### src/rtl/disp_off_pkg.sv
package disp_off_pkg;
    localparam int NUM_UNITS = 4;
    localparam int DIS_LSB   = 0;
    localparam int RST_LSB   = 8;
    localparam int SHDN_BIT  = 5;
    localparam int CMODE_BIT = 6;

    typedef enum logic [1:0] {
        U_OFF  = 2'd0,
        U_ON   = 2'd1,
        U_PEND = 2'd2
    } unit_state_e;
endpackage

### src/rtl/disp_off_decode.sv
module disp_off_decode #(
    parameter int ADDR_W = 8,
    parameter int DATA_W = 32,
    parameter int N_UNIT = disp_off_pkg::NUM_UNITS,
    parameter logic [ADDR_W-1:0] REG_OFS = 8'h24
) (
    input  logic              wr_en,
    input  logic [ADDR_W-1:0] wr_addr,
    input  logic [DATA_W-1:0] wr_data,
    input  logic              wprot,
    output logic [N_UNIT-1:0] dis_req,
    output logic [N_UNIT-1:0] rst_req,
    output logic              shdn_req,
    output logic              cmode_req
);
    import disp_off_pkg::*;

    logic hit;

    always_comb begin
        hit       = wr_en && (wr_addr == REG_OFS) && !wprot;
        dis_req   = hit ? wr_data[DIS_LSB +: N_UNIT] : '0;
        rst_req   = hit ? wr_data[RST_LSB +: N_UNIT] : '0;
        shdn_req  = hit && wr_data[SHDN_BIT];
        cmode_req = hit && wr_data[CMODE_BIT];
    end
endmodule

### src/rtl/disp_unit_fsm.sv
module disp_unit_fsm (
    input  logic clk,
    input  logic rst_n,
    input  logic on_req,
    input  logic dis_req,
    input  logic rst_req,
    input  logic frame_end,
    output logic en,
    output logic rst_pulse
);
    import disp_off_pkg::*;

    unit_state_e state_q, state_d;
    logic        rst_q;

    always_comb begin
        state_d = state_q;
        if (rst_req) begin
            state_d = U_OFF;
        end else begin
            unique case (state_q)
                U_OFF:   if (on_req)    state_d = U_ON;
                U_ON:    if (dis_req)   state_d = U_PEND;
                U_PEND:  if (frame_end) state_d = U_OFF;
                default:                state_d = U_OFF;
            endcase
        end
    end

    always_ff @(posedge clk or negedge rst_n) begin
        if (!rst_n) begin
            state_q <= U_OFF;
            rst_q   <= 1'b0;
        end else begin
            state_q <= state_d;
            rst_q   <= rst_req;
        end
    end

    always_comb begin
        en        = (state_q != U_OFF);
        rst_pulse = rst_q;
    end

    // a pending disable does not act without a strobe or reset
    p_no_early_r4: assert property (@(posedge clk) disable iff (!rst_n)
        (state_q == U_PEND && !frame_end && !rst_req) |=> en);
    // the enable only falls after a strobe or reset request
    p_fall_cause_r5: assert property (@(posedge clk) disable iff (!rst_n)
        $fell(en) |-> $past(frame_end || rst_req));
    // a reset pulse coincides with the sub-unit being off
    p_rst_off_r6: assert property (@(posedge clk) disable iff (!rst_n)
        rst_pulse |-> !en);
endmodule

### src/rtl/disp_line_ctl.sv
module disp_line_ctl (
    input  logic clk,
    input  logic rst_n,
    input  logic shdn_req,
    input  logic cmode_req,
    output logic shutdown,
    output logic cmode,
    output logic cmode_off_req
);
    logic shdn_q, cmode_q, cmoff_q;

    always_ff @(posedge clk or negedge rst_n) begin
        if (!rst_n) begin
            shdn_q  <= 1'b0;
            cmode_q <= 1'b0;
            cmoff_q <= 1'b0;
        end else begin
            shdn_q  <= shdn_q | shdn_req;
            cmode_q <= cmode_q | cmode_req;
            cmoff_q <= cmode_req && !cmode_q;
        end
    end

    always_comb begin
        shutdown      = shdn_q;
        cmode         = cmode_q;
        cmode_off_req = cmoff_q;
    end

    // the command request only marks a rising colour-mode line
    p_cmoff_edge_r10: assert property (@(posedge clk) disable iff (!rst_n)
        cmoff_q |-> (cmode_q && !$past(cmode_q)));
    // shutdown never drops while out of reset
    p_shdn_sticky_r9: assert property (@(posedge clk) disable iff (!rst_n)
        !$fell(shdn_q));
endmodule

### src/rtl/disp_off_seq.sv
module disp_off_seq #(
    parameter int ADDR_W = 8,
    parameter int DATA_W = 32,
    parameter int N_UNIT = disp_off_pkg::NUM_UNITS,
    parameter logic [ADDR_W-1:0] REG_OFS = 8'h24
) (
    input  logic              clk,
    input  logic              rst_n,
    input  logic              wr_en,
    input  logic [ADDR_W-1:0] wr_addr,
    input  logic [DATA_W-1:0] wr_data,
    input  logic              wprot,
    input  logic              frame_end,
    input  logic [N_UNIT-1:0] unit_on,
    output logic [N_UNIT-1:0] unit_en,
    output logic [N_UNIT-1:0] unit_rst,
    output logic              shutdown,
    output logic              cmode,
    output logic              cmode_off_req
);
    logic [N_UNIT-1:0] dis_req, rst_req;
    logic              shdn_req, cmode_req;

    disp_off_decode #(
        .ADDR_W(ADDR_W), .DATA_W(DATA_W), .N_UNIT(N_UNIT), .REG_OFS(REG_OFS)
    ) u_dec (
        .wr_en(wr_en), .wr_addr(wr_addr), .wr_data(wr_data), .wprot(wprot),
        .dis_req(dis_req), .rst_req(rst_req),
        .shdn_req(shdn_req), .cmode_req(cmode_req)
    );

    for (genvar g = 0; g < N_UNIT; g++) begin : g_unit
        disp_unit_fsm u_fsm (
            .clk(clk), .rst_n(rst_n),
            .on_req(unit_on[g]), .dis_req(dis_req[g]), .rst_req(rst_req[g]),
            .frame_end(frame_end),
            .en(unit_en[g]), .rst_pulse(unit_rst[g])
        );
    end

    disp_line_ctl u_lines (
        .clk(clk), .rst_n(rst_n),
        .shdn_req(shdn_req), .cmode_req(cmode_req),
        .shutdown(shutdown), .cmode(cmode), .cmode_off_req(cmode_off_req)
    );

    // a protected write fires no reset pulse
    p_wprot_blocks_r2: assert property (@(posedge clk) disable iff (!rst_n)
        (wr_en && wprot) |=> (unit_rst == '0));
    // a write to another address fires no reset pulse
    p_addr_only_r1: assert property (@(posedge clk) disable iff (!rst_n)
        (wr_en && wr_addr != REG_OFS) |=> (unit_rst == '0));
    // a reset on a unit leaves it off on the next cycle
    p_rst_wins_r7: assert property (@(posedge clk) disable iff (!rst_n)
        (rst_req != '0) |=> ((unit_en & $past(rst_req)) == '0));
endmodule

### config.mk
export PLATFORM = sky130hd
export DESIGN_NAME = disp_off_seq
export DESIGN_NICKNAME = d
export VERILOG_FILES = /design/src/rtl/disp_off_pkg.sv /design/src/rtl/disp_off_decode.sv /design/src/rtl/disp_unit_fsm.sv /design/src/rtl/disp_line_ctl.sv /design/src/rtl/disp_off_seq.sv
export SDC_FILE = /design/constraint.sdc
export NUM_CORES = 1
export LEC_CHECK = 0
export ABC_AREA = 1
export BUFFER_PORTS_ARGS = -buffer_cell sky130_fd_sc_hd__buf_4
export CAP_MARGIN = 20
export CORE_MARGIN = 1.5
export CORE_UTILIZATION = 35
export DETAILED_ROUTE_END_ITERATION = 12
export MAX_ROUTING_LAYER = met4
export PLACE_DENSITY = 0.71
export SLEW_MARGIN = 10
export SYNTH_ARGS = -nofsm -noshare
export SYNTH_HDL_FRONTEND = slang
export SYNTH_SLANG_ARGS = --single-unit
### constraint.sdc
create_clock -name clk -period 1 [get_ports clk]
set_input_delay 0.1 -clock clk [delete_from_list [all_inputs] [get_ports clk]]
set_output_delay 0.1 -clock clk [all_outputs]
set_load 0.05 [all_outputs]
After elaboration in Yosys (flattened, before gate mapping)
Index checks and enable logic that the tools add are counted.
Widths: inputs -> output; s select.
{"block": "op_classes", "n_bitwise": 2, "reduce_logical": 19, "muxes": 19, "n_eq_ne": 21}
{"op": "$ne 3x3->1 const B", "count": 12}
{"op": "$mux 2", "count": 13}
{"op": "$pmux 2 s3", "count": 4}
{"op": "$reduce_and 3->1", "count": 4}
{"op": "$eq 2x1->1 const B", "count": 4}
{"op": "$eq 2x2->1 const B", "count": 4}
{"op": "$eq 8x6->1 const B", "count": 1}
{"op": "$logic_not 2->1", "count": 4}
{"op": "$mux 4", "count": 2}
{"op": "$reduce_bool 2->1", "count": 4}
{"op": "$logic_and 1x1->1", "count": 5}
{"op": "$logic_not 1->1", "count": 2}
{"op": "$or 1x1->1", "count": 2}
{"block": "word_totals", "ff_bits": 15, "wordCells": 72, "in_bits": 49, "out_inout_bits": 11}

Logic depth before layout (Yosys ltp)
Gate-level depths: netlist (run 1).
{"block": "logic_depth", "depth_word": 7, "ltp_mapped": 9, "mapped_depth_nobuf": 9}

By module
From an unflattened synthesis (run 1), not the netlist that was laid out.
{"block": "unflattened", "cells_unflattened": 131, "hier_area_um2": 1009.7}
{"mod": "disp_unit_fsm", "area_each_um2": 175.2, "seq_area_each_um2": 75.1, "cells_per_inst": 23, "instances": 4}
{"mod": "disp_off_decode", "area_each_um2": 207.7, "seq_area_each_um2": 0.0, "cells_per_inst": 29, "instances": 1}
{"mod": "disp_line_ctl", "area_each_um2": 101.3, "seq_area_each_um2": 75.1, "cells_per_inst": 10, "instances": 1}

Worst setup path before layout (run 1)
OpenSTA, ideal clock, no wires.
{"block": "synth_path", "kind": "flip-flop to flip-flop", "from": "reg g_unit[0].u_fsm.state_q[1]", "to": "reg g_unit[0].u_fsm.state_q[1]", "n_path_buf": 0, "setup_ps": 121, "synth_period_minus_slack_ps": 1085, "required_ps": 879, "slack_ps": -85, "t_arrival_ps": 963, "stages_incl_launch_ff": 6, "cell_sequence": "dfrtp_1 -> or2_1 -> o22ai_1 -> inv_1 -> nand4_1 -> o21ai_1"}
{"block": "synth_via", "elab_chain_len": 3, "word_cells_on_any_way": 9, "cone_classes": "eq/ne (5); mux (2); reduce/logical (2)"}
{"element": "start, declared", "line_no": "disp_unit_fsm.sv:13", "text": "unit_state_e state_q, state_d;"}
{"element": "start signal, assigned", "line_no": "disp_unit_fsm.sv:35", "text": "state_q <= state_d;"}
{"element": "$eq 2x1->1, or another cell as far along", "line_no": "disp_unit_fsm.sv:21", "text": "unique case (state_q)"}
{"element": "$ne 3x3->1 (no line) or $pmux 2 s3 (tied branches)"}
{"element": "$reduce_and 3->1 (no line) or $mux 2 (tied branches)"}
Several ways; a longest one is shown, not always the timed one.
A chain may end at the register's enable or synchronous reset.

Worst setup path after layout (run 1)
{"block": "layout_path", "from": "reg g_unit[0].u_fsm.state_q[1]", "to": "out unit_en[0]"}
{"block": "layout_via", "elab_chain_len": 1}
{"element": "$reduce_bool 2->1", "line_no": "disp_unit_fsm.sv:41", "text": "en = (state_q != U_OFF);"}
{"element": "end, declared", "line_no": "disp_off_seq.sv:15", "text": "output logic [N_UNIT-1:0] unit_en,"}
No other way between the ends.

==> flow_metrics.tcl, run 1 <==
set metrics [dict create \
    status "complete, but fails checks" \
    violations "negative setup slack" \
    critPathMaxFanout 2 \
    arrival_ns 1.20 \
    fmax_ghz 0.7713 \
    cts_buffer_depth 2 \
    hold_class "in2reg" \
    die-width_um 54.82 \
    clkTransAtPathRegs_ns 0.10 \
    syn_nets 165 \
    n_antenna_cell 0 \
    cts_tree "done" \
    drt_iter0_markers 20 \
    grt_util_all_layers_pct 16.66 \
    nets 215 \
    setup_viol 8 \
    htree_levels 1 \
    period_minus_slack_ns 1.297 \
    leakagePower_nw 0.8000 \
    grt_pass1_vias 879 \
    rsz0062_at_grt "true" \
    yosysSeqAreaShare_pct 39.95 \
    drtPass1Iterations 4 \
    num_rows 18 \
    synth_edf_count 0 \
    slew_headroom_pct 84.94 \
    start_util_pct 37.59 \
    num_vias 905 \
    seq_power_share_pct 31.3 \
    postSynthAreaPerCell_um2 8.100 \
    worstSkewPairLatency_ns 0.29 \
    core_area_um2 2500 \
    synthCells 116 \
    power.density_nw_per_um2 1693 \
    clkPwrFrac_pct 15.0 \
    cp.required_ns 0.90 \
    numPortBuffers 37 \
    root_buffer "clkbuf_4" \
    worst_pin_slew_ns 0.2257 \
    p_switching_mw 1.012 \
    crit_path_end_kind "primary output" \
    ys.flop_type "dfrtp_1" \
    finalCritPeriodShare_pct 129.7 \
    antenna_found_initial 0 \
    die_area_um2 3005 \
    synth_top_cell_by_area "dfrtp_1" \
    io_pins 60 \
    grt_pass1_wl_mm 3.532 \
    grt.overflow.total 0 \
    synth_area_leaders "dfrtp_1, inv_1, nand2_1" \
    synth_warnings 0 \
    fin_cells 195 \
    ys_types 26 \
    p_int_mw 1.418 \
    avgRoutedWirePerCell_um 11.06 \
    grt_max_degree 16 \
    layout-drive-gt1-share_pct 55.15 \
    yosysTopAreaCellShare_pct 39.95 \
    final_antenna_net_count 0 \
    cp-start-kind "register" \
    max_cap_viol_count 0 \
    numCtsBuffers 3 \
    slew_viol_final 0 \
    gp_congestion 0.7391 \
    sw_frac_of_total_pct 41.65 \
    comb_power_share_pct 53.7 \
    avgViaCountPerCell 4.641 \
    async_flop_share_pct 100.0 \
    clock_sinks 15 \
    synth-seq-cells 15 \
    totalWireLength_mm 2.157 \
    peakVddDrop_v 0.001789 \
    syn_area_um2 939.7 \
    setup_slack_ns -0.2966 \
    die_h_um 54.82 \
    dp_cells 180 \
    finClkSkew_ns 0.0006980 \
    area_growth_pct 52.73 \
    dp_hpwl_mm 1.535 \
    drc 0 \
    fin_util_pct 57.41 \
    final-hold-violation-count 0 \
    path_class "reg2out" \
]
-- stage by stage --
step                      setup WS (ns)  power [mW]  TNS (ns)  cell area (um2)  hold slack [ns]
final                           -0.2966       2.430    -1.049             1435          0.01914
after global routing            -0.3286       2.599    -1.690             1435         0.005383
after CTS                       -0.2956       2.330    -1.048             1385         0.008779
after detailed placement        -0.1234       1.726   -0.8142             1239         -0.03359
after global placement         -0.08667       1.689   -0.3978             1239         -0.03768
after floorplan                -0.02743       1.522  -0.04565            945.9          -0.1956
-- critical path, stage by stage (launching register included) --
cell     delay [ns]
dfrtp_1        0.39
or2_4          0.26
buf_6          0.12
buf_8          0.14
-- cells in the mapped netlist (2+ instances only) --
cell and number:
buf_4 8, nor2_4 4, inv_2 3, o21ai_1 3
nor2_1 8, inv_1 23, o2111ai_1 2, nand3_1 2
dfrtp_1 15, a21oi_2 2, nand2_1 23, nand3b_1 2
nand4_1 5, nand2_2 3, nand4_2 2
-- metal layers --
| layer | vias to the layer above | wire length [um] | global-route usage [%] |
|---|---|---|---|
| li1 | 454 | - | - |
| met1 | 426 | 870 | 19.33 |
| met2 | 21 | 1186 | 27.78 |
| met3 | 4 | 68 | 2.732 |
| met4 | 0 | 33 | 7.917 |
| met5 | - | 0 | - |
-- state kept, by name (all words and copies together) (netlist names) --
name,count
u_lines.cmode_off_req,1
u_lines.shutdown,1
g_unit.u_fsm.state_q,8
u_lines.cmode,1
g_unit.u_fsm.rst_pulse,4
-- kinds of logic after synthesis --
logic type / share of synthesized area (%)
AO/OA/AOI/OAI: 9.588
flip-flops: 39.95
AND/OR/NAND/NOR: 32.76
buffers and inverters: 17.71
-- placed cells by master (no fill, tap or decap) --
| cell | netlist | layout |
|---|---|---|
| buf_6 | 0 | 6 |
| o2111ai_1 | 2 | 2 |
| o21ai_1 | 3 | 3 |
| nand2_2 | 3 | 5 |
| nand3b_1 | 2 | 2 |
| o21ai_2 | 0 | 1 |
| o22ai_4 | 0 | 1 |
| nand3_4 | 1 | 1 |
| nand2_4 | 1 | 2 |
| o21bai_1 | 1 | 1 |
| nand4_1 | 5 | 5 |
| nor3_1 | 1 | 1 |
| nor2_4 | 4 | 5 |
| a21oi_2 | 2 | 2 |
| clkinv_4 | 1 | 1 |
| buf_8 | 0 | 2 |
| inv_1 | 23 | 19 |
| o22ai_2 | 1 | 1 |
| nand3_2 | 0 | 1 |
| nand4_2 | 2 | 2 |
| buf_4 | 8 | 44 |
| dfrtp_1 | 15 | 15 |
| inv_2 | 3 | 7 |
| nor2_2 | 1 | 4 |
| a21o_2 | 1 | 1 |
| nand2_1 | 23 | 20 |
| clkbuf_4 | 0 | 3 |
| nor2_1 | 8 | 4 |
| clkinv_2 | 0 | 1 |
| dlygate4sd3_1 | 0 | 1 |
| nand3_1 | 2 | 1 |
| or2_4 | 0 | 1 |
-- path summary, 6_finish.rpt --
check | startpoint | to | slack, ns | cells after the start
max | g_unit[0].u_fsm.state_q[1]$_DFFE_PN0P_ | unit_en[0] | -0.30 | 3
min | wr_data[5] | u_lines.shutdown$_DFF_PN0_ | 0.02 | 2
max reg2reg | g_unit[0].u_fsm.state_q[1]$_DFFE_PN0P_ | g_unit[0].u_fsm.state_q[1]$_DFFE_PN0P_ | -0.22 | 6
min reg2reg | u_lines.shutdown$_DFF_PN0_ | u_lines.shutdown$_DFF_PN0_ | 0.50 | 1
max in group asynchronous | rst_n | g_unit[1].u_fsm.rst_pulse$_DFF_PN0_ | 0.63 | 2
min in group asynchronous | rst_n | u_lines.shutdown$_DFF_PN0_ | 0.20 | 2
-- power by group through the flow --
stage / sequential [mW] / combinational (mW) / clock, mW
floorplan: 0.751 / 0.771 / 0
global placement: 0.753 / 0.937 / 0
detailed placement: 0.760 / 0.966 / 0
CTS: 0.758 / 1.20 / 0.377
global route: 0.771 / 1.43 / 0.399
finish: 0.761 / 1.31 / 0.363
-- final cells by class --
class / count / area, um2
Tap cell: 30 / 37.54
Clock inverter: 1 / 5.005
Sequential cell: 15 / 375.4
Multi-Input combinational cell: 66 / 450.4
Fill cell: 218 / 1065
Inverter: 27 / 106.4
Timing Repair Buffer: 53 / 437.9
Clock buffer: 3 / 22.52
-- repair_timing --
action,in CTS,in global routing
resized for setup,16,12
hold buffers,1,0
endpoints found under the hold margin,15,0
setup buffers,8,3
pin swaps,5,5
setup endpoints to repair,9,14
Note: power is estimated with default switching activity, not from simulation.
==> run 2, diff against run 1 <==
--- a/config.mk
+++ b/config.mk
@@ -5,14 +5,13 @@
 export SDC_FILE = /design/constraint.sdc
 export NUM_CORES = 1
 export LEC_CHECK = 0
-export ABC_AREA = 1
 export BUFFER_PORTS_ARGS = -buffer_cell sky130_fd_sc_hd__buf_4
 export CAP_MARGIN = 20
 export CORE_MARGIN = 1.5
 export CORE_UTILIZATION = 35
 export DETAILED_ROUTE_END_ITERATION = 12
 export MAX_ROUTING_LAYER = met4
-export PLACE_DENSITY = 0.71
+export PLACE_DENSITY = 0.74
 export SLEW_MARGIN = 10
 export SYNTH_ARGS = -nofsm -noshare
 export SYNTH_HDL_FRONTEND = slang
==> run 2 against run 1 <==
  * The run still ends with negative setup slack left
  * Highest routed layer is now met3
  * Critical endpoint is now unit_en[2]
  * Core utilization grew 1.4 points
  * Combinational power shrank 88%
  * Maximum frequency grew 2.2%
  * Synthesized cell count shrank 41%
==> flow_metrics.tcl, run 2 <==
set metrics [dict create \
    drc 0 \
    htree_levels 1 \
    synthCells 69 \
    cts_buffer_depth 2 \
    hold_class "in2reg" \
    numPortBuffers 37 \
    synth-seq-cells 15 \
    crit_path_end_kind "primary output" \
    syn_nets 118 \
    seq_power_share_pct 55.6 \
    clock_sinks 15 \
    yosysMostFrequentCell "dfrtp_1" \
    totalWireLength_mm 1.669 \
    cp_slowest_cell "dfrtp_1" \
    p_switching_mw 0.2404 \
    grt.overflow.total 0 \
    finClkSkew_ns 0.004861 \
    status "complete, but fails checks" \
    final_cell_mix "buf_4, dfrtp_1, a21o_1" \
    syn_area_um2 813.3 \
    num_vias 681 \
    min_path_cells 2 \
    p_int_mw 0.8576 \
    max_stage_delay_ns 0.40 \
    die-width_um 51.21 \
    max_cap_viol_count 0 \
    hold_path_end "u_lines.shutdown$_DFF_PN0_" \
    gp_congestion 0.6813 \
    final_common_cell "buf_4" \
    reg2reg_to "g_unit[2].u_fsm.state_q[1]$_DFFE_PN0P_" \
    reg2reg_slack_ns -0.25 \
    worstRegToRegCells 4 \
    core_area_um2 2212 \
    drt_iter0_markers 6 \
    period_minus_slack_ns 1.268 \
    postSynthAreaPerCell_um2 11.79 \
    avgViaCountPerCell 4.570 \
    grt_util_all_layers_pct 14.59 \
    numCtsBuffers 3 \
    path_buf_inv 2 \
    yosysTopAreaCellShare_pct 46.15 \
    start_util_pct 36.76 \
    slew_viol_final 0 \
    cp.required_ns 0.90 \
    n_antenna_cell 0 \
    violations "negative setup slack" \
    setup_slack_ns -0.2682 \
    critPathMaxFanout 2 \
    largest_reg_flops 8 \
    synth_top_cell_by_area "dfrtp_1" \
    area_growth_pct 59.85 \
    cp-start-kind "register" \
    dp_hpwl_mm 1.239 \
    worst_pin_slew_ns 0.2449 \
    synth_area_leaders "dfrtp_1, a21o_1, buf_4" \
    timing.hold.ws_ns 0.02195 \
    nets 171 \
    grt_max_degree 16 \
    path_cells "buf_6 -> or2_4 -> buf_8" \
    synth_edf_count 0 \
    top_register "g_unit.u_fsm.state_q" \
    totalPowerFinal_mw 1.098 \
    finalCritPeriodShare_pct 126.8 \
    ys_types 20 \
    crit_family "flip-flops" \
    io_pins 60 \
    worstSkewPairLatency_ns 0.27 \
    slew_headroom_pct 83.54 \
    fmax_ghz 0.7885 \
    rsz0062_at_grt "true" \
    cts_tree "done" \
    clkTransAtPathRegs_ns 0.09 \
    sw_frac_of_total_pct 21.89 \
    yosysSeqAreaShare_pct 46.15 \
    arrival_ns 1.17 \
    die_h_um 51.21 \
    root_buffer "clkbuf_4" \
    comb_power_share_pct 13.9 \
    leakagePower_nw 0.6644 \
    r2r_start "g_unit[2].u_fsm.state_q[0]$_DFFE_PN0P_" \
    min-delay-start "wr_data[5]" \
    die_area_um2 2622 \
    path_class "reg2out" \
    async_flop_share_pct 100.0 \
    fin_tns_setup_ns -1.761 \
    ys.flop_type "dfrtp_1" \
    clkPwrFrac_pct 30.4 \
    drtPass1Iterations 4 \
    final_antenna_net_count 0 \
    layout-drive-gt1-share_pct 60.33 \
    peakVddDrop_v 0.0006367 \
    avgRoutedWirePerCell_um 11.20 \
    power.density_nw_per_um2 844.7 \
    num_rows 17 \
    grt_pass1_vias 686 \
    setup_viol 12 \
    antenna_found_initial 0 \
    synth_warnings 0 \
    final-hold-violation-count 0 \
    synthTopCellsByCount "dfrtp_1, a21o_1, buf_4" \
    grt_pass1_wl_mm 2.815 \
]
==> run 2: cell types whose count changed after synthesis, moves of 4 or more <==
| cell | change |
|---|---|
| inv_1 | -23 |
| a21o_1 | +10 |
| nand2_1 | -23 |
| nor2_4 | -4 |
| a211oi_2 | +4 |
| or2_2 | +4 |
| nor2_1 | -4 |
| and2_1 | +4 |
| nand4_1 | -4 |
==> run 2: cells by family (layout without fill, tap and decap cells) <==
group	Yosys count	after routing	synth area share, %
AND/OR/NAND/NOR	26	26	22.62
multiplexers	3	3	3.692
AO/OA/AOI/OAI	15	15	16.31
flip-flops	15	15	46.15
buffers and inverters	10	62	11.23
==> run 2: per-layer routing <==
| metal | vias up | routed length [um] | GRT usage (%) |
|---|---|---|---|
| met3 | 0 | 64 | 1.754 |
| met1 | 321 | 718 | 16.57 |
| met4 | 0 | 0 | 5.405 |
| met5 | - | 0 | - |
| li1 | 343 | - | - |
| met2 | 17 | 886 | 26.19 |
==> run 2: worst max path at each step <==
stage / slack [ns] / depth (start not counted) / to / startpoint
final: -0.27 / 3 / unit_en[2] / g_unit[2].u_fsm.state_q[0]$_DFFE_PN0P_
after global routing: -0.30 / 4 / g_unit[2].u_fsm.state_q[1]$_DFFE_PN0P_ / g_unit[2].u_fsm.state_q[0]$_DFFE_PN0P_
after CTS: -0.28 / 3 / unit_en[1] / g_unit[1].u_fsm.state_q[0]$_DFFE_PN0P_
after detailed placement: -0.18 / 5 / g_unit[2].u_fsm.state_q[1]$_DFFE_PN0P_ / wr_addr[7]
after global placement: -0.12 / 5 / g_unit[2].u_fsm.state_q[1]$_DFFE_PN0P_ / wr_addr[7]
after floorplan: -0.09 / 3 / g_unit[0].u_fsm.state_q[1]$_DFFE_PN0P_ / g_unit[0].u_fsm.state_q[0]$_DFFE_PN0P_
==> run 2: layout make-up <==
class | count | area (um2)
clock buffer | 4 | 26.28
fill | 192 | 912.1
multi-input combinational | 44 | 369.1
sequential | 15 | 375.4
tap | 28 | 35.03
timing repair buffer | 58 | 494.2
==> run 2: power by group through the flow <==
stage | combinational [mW] | clock, mW | sequential (mW)
after floorplan | 0.0302 | 0 | 0.630
after global placement | 0.144 | 0 | 0.622
after detailed placement | 0.147 | 0 | 0.623
after CTS | 0.154 | 0.343 | 0.611
after global routing | 0.167 | 0.368 | 0.611
final | 0.153 | 0.334 | 0.611
==> run 2: through the flow <==
stage	instances	instance area (um2)	setup slack (ns)	utilization (%)
5_1_grt	149	1300	-0.3042	58.77
2_1_floorplan	69	815.8	-0.08563	-
6_report	149	1300	-0.2682	58.77
3_3_place_gp	136	1127	-0.1208	50.96
3_5_place_dp	136	1127	-0.1840	50.96
4_1_cts	149	1290	-0.2771	58.31
==> run 2: repair_timing <==
item	in CTS	in global routing
gates resized for setup	19	3
hold buffers	1	0
buffers inserted	8	0
endpoints found under the hold margin	15	0
pin swaps	10	1
setup endpoints to repair	9	12
==> run 3, diff against run 2 <==
--- a/config.mk
+++ b/config.mk
@@ -5,13 +5,12 @@
 export SDC_FILE = /design/constraint.sdc
 export NUM_CORES = 1
 export LEC_CHECK = 0
-export BUFFER_PORTS_ARGS = -buffer_cell sky130_fd_sc_hd__buf_4
 export CAP_MARGIN = 20
 export CORE_MARGIN = 1.5
 export CORE_UTILIZATION = 35
 export DETAILED_ROUTE_END_ITERATION = 12
+export DONT_BUFFER_PORTS = 1
 export MAX_ROUTING_LAYER = met4
-export PLACE_DENSITY = 0.74
 export SLEW_MARGIN = 10
 export SYNTH_ARGS = -nofsm -noshare
 export SYNTH_HDL_FRONTEND = slang
==> run 3 against run 2 <==
  * The flow still finishes with violations (negative setup slack)
  * Die area unchanged
  * Maximum frequency increased by 3.3%
  * Clock skew shrank 0.0038 ns
  * First-iteration DRC count did not move
  * Register-to-register slack better by 0.08 ns
  * Largest power group unchanged
==> flow_metrics.tcl, run 3 (synthesized netlist as in run 2, its figures left out) <==
set metrics [dict create \
    status "complete, but fails checks" \
    avgRoutedWirePerCell_um 14.75 \
    finClkSkew_ns 0.001070 \
    grt_pass1_vias 624 \
    arrival_ns 1.13 \
    sw_frac_of_total_pct 22.86 \
    setup_viol 12 \
    dp_hpwl_mm 1.026 \
    critPathMaxFanout 3 \
    clkPwrFrac_pct 32.1 \
    path_class "reg2out" \
    power.density_nw_per_um2 923.0 \
    drc 0 \
    fin_tns_setup_ns -1.411 \
    final-hold-violation-count 0 \
    dpl_cell_area_um2 862.1 \
    final_antenna_net_count 0 \
    clock_sinks 15 \
    seq_power_share_pct 57.3 \
    hold_class "in2reg" \
    grt_max_degree 16 \
    fmax_ghz 0.8142 \
    numCtsBuffers 3 \
    fin_area_um2 1156 \
    fin_cells 126 \
    peakVddDrop_v 0.0005079 \
    totalWireLength_mm 1.858 \
    cp-start-kind "register" \
    layout-drive-gt1-share_pct 40.82 \
    core_area_um2 2212 \
    drtPass1Iterations 4 \
    area_growth_pct 42.15 \
    worstSkewPairLatency_ns 0.28 \
    n_antenna_cell 0 \
    setup_slack_ns -0.2281 \
    grt_pass1_wl_mm 2.691 \
    violations "negative setup slack" \
    final_cell_mix "dlygate4sd3_1, a21o_1, dfrtp_1, buf_6, buf_4" \
    num_vias 614 \
    cts_buffer_depth 2 \
    num_rows 17 \
    root_buffer "clkbuf_4" \
    htree_levels 1 \
    numPortBuffers 0 \
    grt_util_all_layers_pct 14.61 \
    cp.required_ns 0.90 \
    dp_cells 99 \
    leakagePower_nw 0.5325 \
    avgViaCountPerCell 4.873 \
    antenna_found_initial 0 \
    crit_path_end_kind "primary output" \
    cts_tree "done" \
    finalCritPeriodShare_pct 122.8 \
    comb_power_share_pct 10.6 \
    max_cap_viol_count 0 \
    top_register "g_unit.u_fsm.state_q" \
    largest_reg_flops 8 \
    final_common_cell "dlygate4sd3_1" \
    die-width_um 51.21 \
    start_util_pct 36.76 \
    die_area_um2 2622 \
    drt_iter0_markers 6 \
    worst_pin_slew_ns 0.6817 \
    slew_viol_final 0 \
    period_minus_slack_ns 1.228 \
    slew_headroom_pct 54.40 \
    grt.overflow.total 0 \
    p_int_mw 0.8231 \
    rsz0062_at_grt "true" \
    nets 148 \
    p_switching_mw 0.2439 \
    io_pins 60 \
    gp_congestion 0.6093 \
    die_h_um 51.21 \
    clkTransAtPathRegs_ns 0.09 \
]
-- run 3: changes by cell type in the layout (fill, tap and decap cells not counted), moves of 3 or more --
cell	before	now
dlygate4sd3_1	1	15
buf_4	46	9
dfrtp_1	15	10
buf_6	7	10
dfrtp_2	0	5
buf_8	4	0
-- run 3: stage by stage --
stage / total power, mW / hold slack, ns / setup WS [ns] / utilization (%)
after global placement: 0.6672 / -0.1952 / -0.08383 / 38.97
after detailed placement: 0.6683 / -0.1951 / -0.1040 / 38.97
after CTS: 1.083 / 0.001150 / -0.2274 / 49.94
after floorplan: 0.6607 / -0.1956 / -0.08563 / -
final: 1.067 / 0.01358 / -0.2281 / 52.26
after global routing: 1.121 / 0.006734 / -0.2558 / 52.26
-- run 3: final cells by class --
| type | instances | area [um2] |
|---|---|---|
| tap | 28 | 35.03 |
| clock buffer | 3 | 22.52 |
| clock inverter | 1 | 5.005 |
| multi-input combinational | 44 | 361.6 |
| timing repair buffer | 35 | 350.3 |
| fill | 215 | 1056 |
| sequential | 15 | 381.6 |
-- run 3: power by group through the flow --
stage / registers (mW) / logic (mW) / clock network, mW
final: 0.611 / 0.113 / 0.342
after CTS: 0.611 / 0.108 / 0.364
after floorplan: 0.630 / 0.0302 / 0
after detailed placement: 0.623 / 0.0454 / 0
after global placement: 0.623 / 0.0443 / 0
after global routing: 0.612 / 0.124 / 0.385
-- run 3: worst paths after layout --
check	slack, ns	start	cells after the start	endpoint
worst max-delay path	-0.23	g_unit[2].u_fsm.state_q[1]$_DFFE_PN0P_	2	unit_en[2]
worst min-delay path	0.01	unit_on[0]	2	g_unit[0].u_fsm.state_q[0]$_DFFE_PN0P_
worst max register to register	-0.17	g_unit[2].u_fsm.state_q[0]$_DFFE_PN0P_	3	g_unit[2].u_fsm.state_q[1]$_DFFE_PN0P_
max in group asynchronous	0.23	rst_n	1	u_lines.cmode_off_req$_DFF_PN0_
worst min register to register	0.48	u_lines.shutdown$_DFF_PN0_	1	u_lines.shutdown$_DFF_PN0_
min in group asynchronous	0.29	rst_n	1	g_unit[2].u_fsm.state_q[0]$_DFFE_PN0P_
-- run 3: critical path: stages, from the launching register on --
cell	delay (ns)
dfrtp_1	0.41
buf_6	0.13
or2_4	0.32
-- run 3: timing repair --
| action | in CTS | in global routing |
|---|---|---|
| gates resized for setup | 12 | 8 |
| hold buffers | 14 | 1 |
| setup buffers | 6 | 2 |
| endpoints found under the setup margin | 13 | 14 |
| pin swaps | 12 | 4 |
| hold endpoints to repair | 30 | 1 |
-- run 3: per-layer routing --
metal  vias to the layer above  GRT usage (%)  part of all wire, %
met2                        23          25.32                   57
met1                       290          16.27                   38
met4                         0          8.108                  1.2
met5                         -              -                    0
li1                        299              -                    -
met3                         2          1.754                  4.1
